==> src/rtl/cfg_bank_pkg.sv <==
package cfg_bank_pkg;

    localparam int REG_W  = 8;
    localparam int ADDR_W = 8;

    localparam logic [ADDR_W-1:0] ADR_PORTCFG = 8'h00;
    localparam logic [ADDR_W-1:0] ADR_CHIPID  = 8'h01;
    localparam logic [ADDR_W-1:0] ADR_GRADE   = 8'h02;
    localparam logic [ADDR_W-1:0] ADR_CHSEL   = 8'h05;
    localparam logic [ADDR_W-1:0] ADR_PWR     = 8'h08;
    localparam logic [ADDR_W-1:0] ADR_CLK     = 8'h09;
    localparam logic [ADDR_W-1:0] ADR_PLL     = 8'h0A;
    localparam logic [ADDR_W-1:0] ADR_XFER    = 8'hFF;

    typedef enum logic [1:0] {
        PM_NORMAL  = 2'b00,
        PM_OFF     = 2'b01,
        PM_STANDBY = 2'b10,
        PM_RSVD    = 2'b11
    } pwr_mode_e;

    typedef struct packed {
        logic      ext_standby;
        pwr_mode_e mode;
    } chan_fields_t;

    localparam chan_fields_t CHAN_DEFAULT = '{ext_standby: 1'b0, mode: PM_NORMAL};

    typedef struct packed {
        logic portcfg;
        logic chsel;
        logic pwr;
        logic clk;
        logic xfer;
    } wr_dec_t;

    function automatic wr_dec_t decode_write(logic [ADDR_W-1:0] a, logic we);
        wr_dec_t d;
        d.portcfg = we && (a == ADR_PORTCFG);
        d.chsel   = we && (a == ADR_CHSEL);
        d.pwr     = we && (a == ADR_PWR);
        d.clk     = we && (a == ADR_CLK);
        d.xfer    = we && (a == ADR_XFER);
        return d;
    endfunction

    function automatic logic [REG_W-1:0] pack_portcfg(logic lsb, logic srst);
        return {1'b0, lsb, srst, 1'b1, 1'b1, srst, lsb, 1'b0};
    endfunction

    function automatic logic [REG_W-1:0] pack_chan(chan_fields_t f);
        return {2'b00, f.ext_standby, 3'b000, f.mode};
    endfunction

endpackage

==> src/rtl/cfg_chan_regs.sv <==
module cfg_chan_regs
    import cfg_bank_pkg::*;
(
    input  logic         clk,
    input  logic         clr_i,
    input  logic         wr_i,
    input  chan_fields_t wfld_i,
    input  logic         xfer_i,
    output chan_fields_t shd_o,
    output chan_fields_t act_o
);

    chan_fields_t shd_q, act_q;

    always_ff @(posedge clk) begin
        if (clr_i) begin
            shd_q <= CHAN_DEFAULT;
            act_q <= CHAN_DEFAULT;
        end else begin
            if (wr_i)   shd_q <= wfld_i;
            if (xfer_i) act_q <= shd_q;
        end
    end

    assign shd_o = shd_q;
    assign act_o = act_q;

    AST_ACTIVE_HOLD: assert property (@(posedge clk) disable iff (clr_i)
        !xfer_i |=> $stable(act_q));
    AST_XFER_COPY: assert property (@(posedge clk) disable iff (clr_i)
        xfer_i |=> act_q == $past(shd_q));
    AST_UNSEL_KEEP: assert property (@(posedge clk) disable iff (clr_i)
        !wr_i |=> $stable(shd_q));

endmodule

==> src/rtl/cfg_global_regs.sv <==
module cfg_global_regs
    import cfg_bank_pkg::*;
#(
    parameter int NUM_CH = 2
) (
    input  logic              clk,
    input  logic              rst_i,
    input  logic              clr_i,
    input  wr_dec_t           wr_i,
    input  logic              lsb_bit_i,
    input  logic              srst_bit_i,
    input  logic [NUM_CH-1:0] chsel_wd_i,
    input  logic              bit0_i,
    output logic              lsb_o,
    output logic              srst_o,
    output logic [NUM_CH-1:0] chsel_o,
    output logic              dcs_shd_o,
    output logic              dcs_act_o,
    output logic              xfer_o
);

    logic              lsb_q, srst_q, dcs_shd_q, dcs_act_q, xfer_q;
    logic [NUM_CH-1:0] chsel_q;
    logic              cfg_open;

    assign cfg_open = &chsel_q;

    always_ff @(posedge clk) begin
        if (clr_i) begin
            lsb_q     <= 1'b0;
            srst_q    <= 1'b0;
            chsel_q   <= '1;
            dcs_shd_q <= 1'b1;
            dcs_act_q <= 1'b1;
            xfer_q    <= 1'b0;
        end else begin
            if (wr_i.portcfg && cfg_open) begin
                lsb_q  <= lsb_bit_i;
                srst_q <= srst_bit_i;
            end
            if (wr_i.chsel) chsel_q   <= chsel_wd_i;
            if (wr_i.clk)   dcs_shd_q <= bit0_i;
            if (xfer_q) begin
                dcs_act_q <= dcs_shd_q;
                xfer_q    <= 1'b0;
            end else if (wr_i.xfer) begin
                xfer_q <= bit0_i;
            end
        end
    end

    assign lsb_o     = lsb_q;
    assign srst_o    = srst_q;
    assign chsel_o   = chsel_q;
    assign dcs_shd_o = dcs_shd_q;
    assign dcs_act_o = dcs_act_q;
    assign xfer_o    = xfer_q;

    AST_XFER_SELF_CLEAR: assert property (@(posedge clk) disable iff (rst_i)
        xfer_q |=> !xfer_q);
    AST_SRST_ONE_SHOT: assert property (@(posedge clk) disable iff (rst_i)
        srst_q |=> !srst_q && chsel_q == '1 && dcs_act_q);
    AST_PORTCFG_GATED: assert property (@(posedge clk) disable iff (clr_i)
        (wr_i.portcfg && !cfg_open) |=> $stable(lsb_q) && $stable(srst_q));
    AST_DCS_HOLD: assert property (@(posedge clk) disable iff (clr_i)
        !xfer_q |=> $stable(dcs_act_q));

endmodule

==> src/rtl/cfg_read_mux.sv <==
module cfg_read_mux
    import cfg_bank_pkg::*;
#(
    parameter int               NUM_CH  = 2,
    parameter logic [REG_W-1:0] CHIP_ID = 8'h7E
) (
    input  logic [ADDR_W-1:0] addr_i,
    input  logic              rd_i,
    input  logic              lsb_i,
    input  logic              srst_i,
    input  logic [NUM_CH-1:0] chsel_i,
    input  chan_fields_t      shd_i [NUM_CH],
    input  logic              dcs_shd_i,
    input  logic              xfer_i,
    input  logic [1:0]        grade_i,
    input  logic              pll_i,
    output logic [REG_W-1:0]  rdata_o
);

    localparam int SEL_W = (NUM_CH > 1) ? $clog2(NUM_CH) : 1;

    logic [SEL_W-1:0] rd_ch;
    logic [REG_W-1:0] val;

    always_comb begin
        rd_ch = SEL_W'(NUM_CH - 1);
        for (int c = NUM_CH - 1; c >= 0; c--) begin
            if (chsel_i[c]) rd_ch = SEL_W'(c);
        end
    end

    always_comb begin
        case (addr_i)
            ADR_PORTCFG: val = pack_portcfg(lsb_i, srst_i);
            ADR_CHIPID:  val = CHIP_ID;
            ADR_GRADE:   val = {2'b00, grade_i, 4'b0000};
            ADR_CHSEL:   val = REG_W'(chsel_i);
            ADR_PWR:     val = pack_chan(shd_i[rd_ch]);
            ADR_CLK:     val = {7'b0, dcs_shd_i};
            ADR_PLL:     val = {pll_i, 7'b0};
            ADR_XFER:    val = {7'b0, xfer_i};
            default:     val = '0;
        endcase
        rdata_o = rd_i ? val : '0;
    end

endmodule

==> src/rtl/cfg_bank_top.sv <==
module cfg_bank_top
    import cfg_bank_pkg::*;
#(
    parameter int               NUM_CH  = 2,
    parameter logic [REG_W-1:0] CHIP_ID = 8'h7E
) (
    input  logic                  clk,
    input  logic                  rst,
    input  logic [ADDR_W-1:0]     reg_addr,
    input  logic [REG_W-1:0]      reg_wdata,
    input  logic                  reg_wr,
    input  logic                  reg_rd,
    output logic [REG_W-1:0]      reg_rdata,
    input  logic [1:0]            grade_code,
    input  logic                  pll_locked,
    output logic                  lsb_first,
    output logic                  dcs_enable,
    output logic [2*NUM_CH-1:0]   pwr_mode,
    output logic [NUM_CH-1:0]     ext_pin_standby
);

    wr_dec_t           wdec;
    logic              clr, srst, xfer, dcs_shd;
    logic [NUM_CH-1:0] chsel;
    chan_fields_t      wfld;
    chan_fields_t      shd [NUM_CH];
    chan_fields_t      act [NUM_CH];

    assign wdec = decode_write(reg_addr, reg_wr);
    assign clr  = rst || srst;
    assign wfld = '{ext_standby: reg_wdata[5], mode: pwr_mode_e'(reg_wdata[1:0])};

    cfg_global_regs #(.NUM_CH(NUM_CH)) u_glob (
        .clk        (clk),
        .rst_i      (rst),
        .clr_i      (clr),
        .wr_i       (wdec),
        .lsb_bit_i  (reg_wdata[6] | reg_wdata[1]),
        .srst_bit_i (reg_wdata[5] | reg_wdata[2]),
        .chsel_wd_i (reg_wdata[NUM_CH-1:0]),
        .bit0_i     (reg_wdata[0]),
        .lsb_o      (lsb_first),
        .srst_o     (srst),
        .chsel_o    (chsel),
        .dcs_shd_o  (dcs_shd),
        .dcs_act_o  (dcs_enable),
        .xfer_o     (xfer)
    );

    for (genvar c = 0; c < NUM_CH; c++) begin : g_ch
        cfg_chan_regs u_ch (
            .clk    (clk),
            .clr_i  (clr),
            .wr_i   (wdec.pwr && chsel[c]),
            .wfld_i (wfld),
            .xfer_i (xfer),
            .shd_o  (shd[c]),
            .act_o  (act[c])
        );
        assign pwr_mode[2*c +: 2]  = act[c].mode;
        assign ext_pin_standby[c]  = act[c].ext_standby;
    end

    cfg_read_mux #(.NUM_CH(NUM_CH), .CHIP_ID(CHIP_ID)) u_rd (
        .addr_i    (reg_addr),
        .rd_i      (reg_rd),
        .lsb_i     (lsb_first),
        .srst_i    (srst),
        .chsel_i   (chsel),
        .shd_i     (shd),
        .dcs_shd_i (dcs_shd),
        .xfer_i    (xfer),
        .grade_i   (grade_code),
        .pll_i     (pll_locked),
        .rdata_o   (reg_rdata)
    );

    AST_RDATA_IDLE_ZERO: assert property (@(posedge clk) disable iff (rst)
        !reg_rd |-> reg_rdata == '0);

endmodule

==> config.mk <==
export PLATFORM = sky130hd
export DESIGN_NAME = cfg_bank_top
export DESIGN_NICKNAME = d
export VERILOG_FILES = /design/src/rtl/cfg_bank_pkg.sv /design/src/rtl/cfg_chan_regs.sv /design/src/rtl/cfg_global_regs.sv /design/src/rtl/cfg_read_mux.sv /design/src/rtl/cfg_bank_top.sv
export SDC_FILE = /design/constraint.sdc
export NUM_CORES = 1
export LEC_CHECK = 0
export BUFFER_PORTS_ARGS = -buffer_cell sky130_fd_sc_hd__buf_2
export CAP_MARGIN = 20
export CELL_PAD_IN_SITES_DETAIL_PLACEMENT = 1
export CELL_PAD_IN_SITES_GLOBAL_PLACEMENT = 1
export CORE_UTILIZATION = 33
export CTS_BUF_LIST = sky130_fd_sc_hd__clkbuf_16
export DETAILED_ROUTE_END_ITERATION = 6
export HOLD_SLACK_MARGIN = 0.06
export PLACE_DENSITY = 0.87
export SLEW_MARGIN = 5
export SYNTH_ARGS = -nofsm -noshare
export SYNTH_HDL_FRONTEND = slang
export SYNTH_SLANG_ARGS = --single-unit
==> constraint.sdc <==
create_clock -name clk -period 1.69 [get_ports clk]
set_input_delay 0 -clock clk [delete_from_list [all_inputs] [get_ports clk]]
set_output_delay 0 -clock clk [all_outputs]
set_load 0.005 [all_outputs]
==> flow_metrics.tcl, run 1 <==
set metrics [dict create \
    worst_pin_slew_ns 0.4816 \
    wl_per_cell_um 14.18 \
    fin_crit_sh_pct 92.03 \
    grt_pass1_wl_um 4947 \
    viasPerCell 5.345 \
    post-dp-hpwl_um 2120 \
    die_w_um 57.45 \
    num_vias 1069 \
    clk-insertion-delay-late_ns 0.25 \
    coreArea_um2 2829 \
    synth_cell_types 32 \
    port_buffers 35 \
    dp.cells 189 \
    path_clk_slew_ns 0.05 \
    area_delta_synth_final_pct 33.29 \
    route.detailed.drc 6 \
    gp_congestion 0.7761 \
    p_leak_uw 0.0005807 \
    cts-root-buf "clkbuf_16" \
    timing.final.ws_setup_ns 0.1348 \
    grt_max_degree 16 \
    overflow 0 \
    first_pass_iters 6 \
    dieArea_um2 3301 \
    hp-class "input pin to flop" \
    ys.flop_type "dfxtp_1" \
    violations "DRC" \
    cts.path.max_buffers 2 \
    ys_seq_elements 19 \
    slew_viol_final 0 \
    cts_setup_buffers 0 \
    ios 39 \
    grt_pass1_vias 1069 \
    pre_cts_slack_ns 0.1297 \
    postSynthCellCount 129 \
    crit_path_end_kind "flop" \
    status "complete, but fails checks" \
    antenna_cells 0 \
    timing.final.setup_violations 0 \
    syn_avg_cell_area_um2 7.866 \
    syn_area_um2 1015 \
    cp_slowest_stage_delay_ns 0.46 \
    final_nets 193 \
    rows 19 \
    async_flop_share_pct 0 \
    cts.sinks 19 \
    final_cells 200 \
    syn-num-nets 152 \
    synth_edf_count 0 \
    cts_made_buffers 3 \
    layout_min_cycle_time_ns 1.555 \
    p_per_area_nw_per_um2 761.5 \
    htreeDepth 1 \
    finalHoldViolations 0 \
    cp.arrival_ns 1.73 \
    worst_setup_path_start_kind "flop" \
    critPathMaxFanout 4 \
    drive_gt1_share_pct 26.63 \
    grtUsageTotal_pct 19.33 \
    finClkSkew_ns 0.002642 \
    initial_utilization_pct 35.87 \
    max_cap_violations 0 \
    yosys_warnings 0 \
    critPathSlowestCell "or4b_1" \
    synth_top_area_share_pct 37.48 \
    cts_tree "built" \
    maxSlewHeadroom_pct 67.85 \
    ant_nets 0 \
    path_class "flop to flop" \
    peakVddDrop_uv 675.3 \
    die_h_um 57.45 \
    synthTopCellsByArea "dfxtp_1 (37%), mux2i_1 (9.9%), nor2_1 (7.0%)" \
    wl_um 2835 \
    antenna_found_initial 0 \
    rsz0062_at_grt "false" \
    synth_top_area_cell "dfxtp_1" \
    first_iter_violations 56 \
    path_cells "or4b_1 -> or3_4 -> o21bai_1 -> a21oi_1" \
    synth.yosys.seq_area_share_pct 37.48 \
    fin_tns_setup_ns 0 \
    fmax_ghz 0.6430 \
    cp_data_required_time_ns 1.87 \
]
through the flow:
step	utilization, %	instance area (um^2)	hold WS [ns]	power, uW
finish	47.81	1353	0.07269	1030
detailed placement	42.55	1204	0.2633	546.4
floorplan	-	1015	0.08588	507.9
CTS	47.81	1353	0.07010	1040
global placement	42.55	1204	0.2451	541.5
global route	47.81	1353	0.09625	1083
area by class of cell:
cell class | count | area (um^2)
Timing Repair Buffer | 45 | 267.8
Multi-Input combinational cell | 99 | 579.3
Tap cell | 31 | 38.79
Clock buffer | 3 | 75.07
Clock inverter | 1 | 3.754
Sequential cell | 19 | 380.4
Inverter | 2 | 7.507
Fill cell | 367 | 1476
worst max-delay path, delay by kind of cell (launching register included):
| kind | cells | cell delay, ns |
|---|---|---|
| simple gates | 2 | 0.81 |
| compound gates | 2 | 0.33 |
| flops | 1 | 0.35 |
registers in the layout, summed over array words and instances, names as in the netlist:
register,flops
u_glob.srst_o,1
g_ch.u_ch.act_o,6
u_glob.xfer_o,1
g_ch.u_ch.shd_o,6
u_glob.chsel_o,2
u_glob.dcs_act_o,1
u_glob.dcs_shd_o,1
u_glob.lsb_o,1
per-layer routing:
metal | wire length [um] | track usage (%) | up-vias
li1 | - | - | 540
met1 | 1277 | 24.16 | 489
met2 | 1345 | 32.39 | 33
met3 | 156 | 3.401 | 7
met4 | 56 | 8.711 | 0
met5 | 0 | 0 | -
worst paths after layout:
| kind | depth (start not counted) | slack, ns | endpoint | from |
|---|---|---|---|---|
| max | 4 | 0.13 | u_glob.lsb_o$_SDFFE_PP0P_ | u_glob.chsel_o[1]$_SDFFE_PP1P_ |
| min reg2reg | 2 | 0.47 | u_glob.dcs_act_o$_SDFFE_PP1P_ | u_glob.dcs_act_o$_SDFFE_PP1P_ |
| max reg2reg | 4 | 0.13 | u_glob.lsb_o$_SDFFE_PP0P_ | u_glob.chsel_o[1]$_SDFFE_PP1P_ |
| min | 3 | 0.07 | u_glob.xfer_o$_SDFF_PP0_ | reg_addr[6] |
cells by family after synthesis:
logic type	Yosys count	synth area share, %
and+or+nand+nor	68	34.90
DFF	19	37.48
muxes	10	9.865
buffers and inverters	11	5.426
AOI/OAI and AO/OA	21	12.33
cells in the mapped netlist (all sizes together) (3+ instances only):
cell / n
a21oi: 7
nand2: 12
nor3: 6
nand3: 8
mux2i: 10
dfxtp: 19
nor4: 3
o21ai: 7
nor2b: 4
buf: 4
nor2: 19
clkbuf: 5
nand4: 4
power breakdown:
group	total, uW	internal (uW)	switching (uW)
Clock	480	315	165
Combinational	101	45.4	55.7
Sequential	449	449	0.363
what timing repair did:
item	in CTS	in global routing
gates resized for setup	0	0
endpoints found under the hold margin	7	0
hold buffers	7	0
cells in the final DEF (no fill, tap or decap):
master | Yosys | layout
a2111oi_0 | 1 | 1
a21oi_1 | 7 | 7
a221oi_1 | 2 | 2
a22o_1 | 1 | 1
and2_1 | 1 | 1
and3_1 | 1 | 1
buf_2 | 2 | 35
buf_4 | 1 | 3
clkbuf_16 | 0 | 3
dfxtp_1 | 19 | 19
dlygate4sd3_1 | 0 | 7
inv_1 | 2 | 3
mux2i_1 | 10 | 10
nand2_1 | 12 | 12
nand2b_1 | 2 | 2
nand3_1 | 8 | 8
nand3b_1 | 1 | 1
nand4_1 | 4 | 4
nor2_1 | 19 | 19
nor2b_1 | 4 | 4
nor3_1 | 6 | 6
nor3b_1 | 1 | 1
nor4_1 | 3 | 3
o21ai_0 | 4 | 4
o21ai_1 | 3 | 3
o21bai_1 | 1 | 1
o22ai_1 | 2 | 2
or2_2 | 1 | 1
or3_4 | 1 | 1
or3b_1 | 1 | 1
or4_4 | 2 | 2
or4b_1 | 1 | 1
(Power assumes the default switching activity.)
==> run 2, diff against run 1 <==
Settings changed: ABC_AREA from default to 1, CORE_UTILIZATION 33 to 32, PLACE_DENSITY 0.87 to 0.88, TNS_END_PERCENT from default to 1.
==> run 2 against run 1 <==
Against the previous run:
- the flow now finishes without violations
- sequential share of layout area is 0.99 points lower
- global-route usage is 0.41 points lower
- fmax is 5.0% higher
- cell area is 4.0% higher
- sequential power hardly changed
- hold slack worse by 0.012 ns
- die area is 9.5% higher
- via count is 15% higher
- non-clock buffer count is 6 lower
- highest routed layer unchanged
- first-iteration DRC count is 11% lower
- clock power is 4% higher
- routed wire length is 4.7% higher
==> flow_metrics.tcl, run 2 <==
set metrics [dict create \
    first_iter_violations 50 \
    synth_most_common_cell "nand2_1" \
    final_common_cell "nand2_1" \
    maxSlewHeadroom_pct 76.71 \
    finClkSkew_ns 0.001052 \
    antenna_cells 0 \
    cts_tree "built" \
    async_flop_share_pct 0 \
    cp_data_required_time_ns 1.89 \
    synthTopCellsByArea "dfxtp_1 (35%), nand2_1 (22%), nor2_1 (9.4%)" \
    final_nets 240 \
    coreArea_um2 3128 \
    fin_tns_setup_ns 0 \
    grtUsageTotal_pct 18.92 \
    synth_edf_count 0 \
    cts.sinks 19 \
    grt_max_degree 15 \
    syn_avg_cell_area_um2 6.142 \
    ios 39 \
    fin_crit_sh_pct 87.67 \
    die_h_um 60.12 \
    finalHoldViolations 0 \
    synth_top_area_cell "dfxtp_1" \
    wl_per_cell_um 11.42 \
    drive_gt1_share_pct 24.07 \
    r2r_slack_ns 0.21 \
    status "finished clean" \
    rows 20 \
    synth_cell_types 18 \
    max_cap_violations 0 \
    fmax_ghz 0.6750 \
    first_pass_iters 4 \
    slew_viol_final 0 \
    htreeDepth 1 \
    cts.path.max_buffers 2 \
    cp.buffers_inverters 2 \
    die_w_um 60.12 \
    yosys_warnings 0 \
    timing.final.setup_violations 0 \
    cts-root-buf "clkbuf_16" \
    ys_seq_elements 19 \
    antenna_found_initial 0 \
    viasPerCell 4.715 \
    area_delta_synth_final_pct 30.09 \
    num_vias 1226 \
    ant_nets 0 \
    final_cells 260 \
    gp_congestion 0.7634 \
    synth_top_cells_by_count "nand2_1 (63), nor2_1 (27), nand3_1 (20), dfxtp_1 (19), a21oi_1 (17)" \
    path_cells "inv_1 -> nor2_1 -> o2111a_1 -> dlygate4sd3_1" \
    port_buffers 35 \
    hp-class "input pin to flop" \
    layout_common_cells "nand2_1 (63), buf_2 (35), nor2_1 (27)" \
    syn-num-nets 199 \
    worst_pin_slew_ns 0.3489 \
    dieArea_um2 3614 \
    critPathSlowestCell "dlygate4sd3_1" \
    postSynthCellCount 176 \
    fill_cells 438 \
    p_per_area_nw_per_um2 741.8 \
    syn_area_um2 1081 \
    layout_min_cycle_time_ns 1.482 \
    dp.cells 253 \
    cp_slowest_stage_delay_ns 0.54 \
    critPathMaxFanout 7 \
    synth.yosys.seq_area_share_pct 35.19 \
    post-dp-hpwl_um 2252 \
    crit_path_end_kind "flop" \
    ys.flop_type "dfxtp_1" \
    wl_um 2968 \
    p_leak_uw 0.0007165 \
    peakVddDrop_uv 279.0 \
    worst_setup_path_start_kind "flop" \
    path_clk_slew_ns 0.06 \
    path_class "flop to flop" \
    rsz0062_at_grt "false" \
    cp.arrival_ns 1.68 \
    cts_setup_buffers 0 \
    overflow 0 \
    cts_made_buffers 3 \
    grt_pass1_vias 1184 \
    crit_family "buffers and inverters" \
    route.detailed.drc 0 \
    initial_utilization_pct 34.56 \
    clk-insertion-delay-late_ns 0.25 \
    synth_top_area_share_pct 35.19 \
    grt_pass1_wl_um 5106 \
]
[run 2: cell types whose count changed after synthesis, moves of 8 or more]
cell / before / now
nand2_1: 12 / 63
nand3_1: 8 / 20
inv_1: 2 / 13
a21oi_1: 7 / 17
mux2i_1: 10 / 0
nor2_1: 19 / 27
[run 2: timing repair]
item,in CTS,in global routing
hold buffers,3,0
endpoints found under the setup margin,0,1
resized for setup,0,1
endpoints found under the hold margin,2,0
[run 2: cells by family after synthesis]
kind of cell | Yosys count | synth area share [%]
buf+inv | 18 | 7.408
flops | 19 | 35.18
simple gates | 121 | 48.50
compound gates | 18 | 8.912
[run 2: final timing paths]
check | from | end | cells past startpoint
hold / removal | reg_wdata[1] | u_glob.chsel_o[1]$_SDFFE_PP1P_ | 3
setup / recovery | u_glob.chsel_o[0]$_SDFFE_PP1P_ | u_glob.srst_o$_SDFFE_PP0P_ | 4
hold reg to reg | g_ch[1].u_ch.act_o[2]$_SDFFE_PP0P_ | g_ch[1].u_ch.act_o[2]$_SDFFE_PP0P_ | 2
setup reg to reg | u_glob.chsel_o[0]$_SDFFE_PP1P_ | u_glob.srst_o$_SDFFE_PP0P_ | 4
[run 2: worst reg2reg max path, stage by stage, from the launching register on]
cell	delay [ns]
dfxtp_2	0.38
inv_1	0.11
nor2_1	0.19
o2111a_1	0.21
dlygate4sd3_1	0.54
[run 2: where the power goes]
| part | switching, uW | internal [uW] |
|---|---|---|
| Sequential | 0.554 | 449 |
| Clock | 180 | 318 |
| Combinational | 61.3 | 35.0 |
[run 2: routing by layer]
layer	up-vias	share of wire, %	GRT usage (%)
met5	-	0	0
met4	0	1.4	7.973
met3	5	3.0	2.597
met2	28	48	31.71
met1	556	48	23.99
li1	637	-	-
[run 2: layout make-up]
class / count / area [um^2] / share of cell area [%]
Clock inverter: 1 / 5.005 / 0.3559
Tap cell: 44 / 55.05 / 3.915
Sequential cell: 19 / 381.6 / 27.14
Clock buffer: 3 / 75.07 / 5.338
Timing Repair Buffer: 39 / 212.7 / 15.12
Multi-Input combinational cell: 139 / 620.6 / 44.13
Inverter: 15 / 56.30 / 4.004
[run 2: metrics by stage]
stage	util [%]	area, um^2	setup WS [ns]	total power, uW	hold slack [ns]
4_1_cts	44.92	1405	0.1331	1048	0.06072
3_5_place_dp	41.40	1295	0.6297	551.6	0.2680
5_1_grt	44.96	1406	0.08832	1072	0.09244
2_1_floorplan	-	1081	0.7678	508.1	0.09856
6_report	44.96	1406	0.2084	1043	0.06096
3_3_place_gp	41.40	1295	0.6316	549.8	0.2629
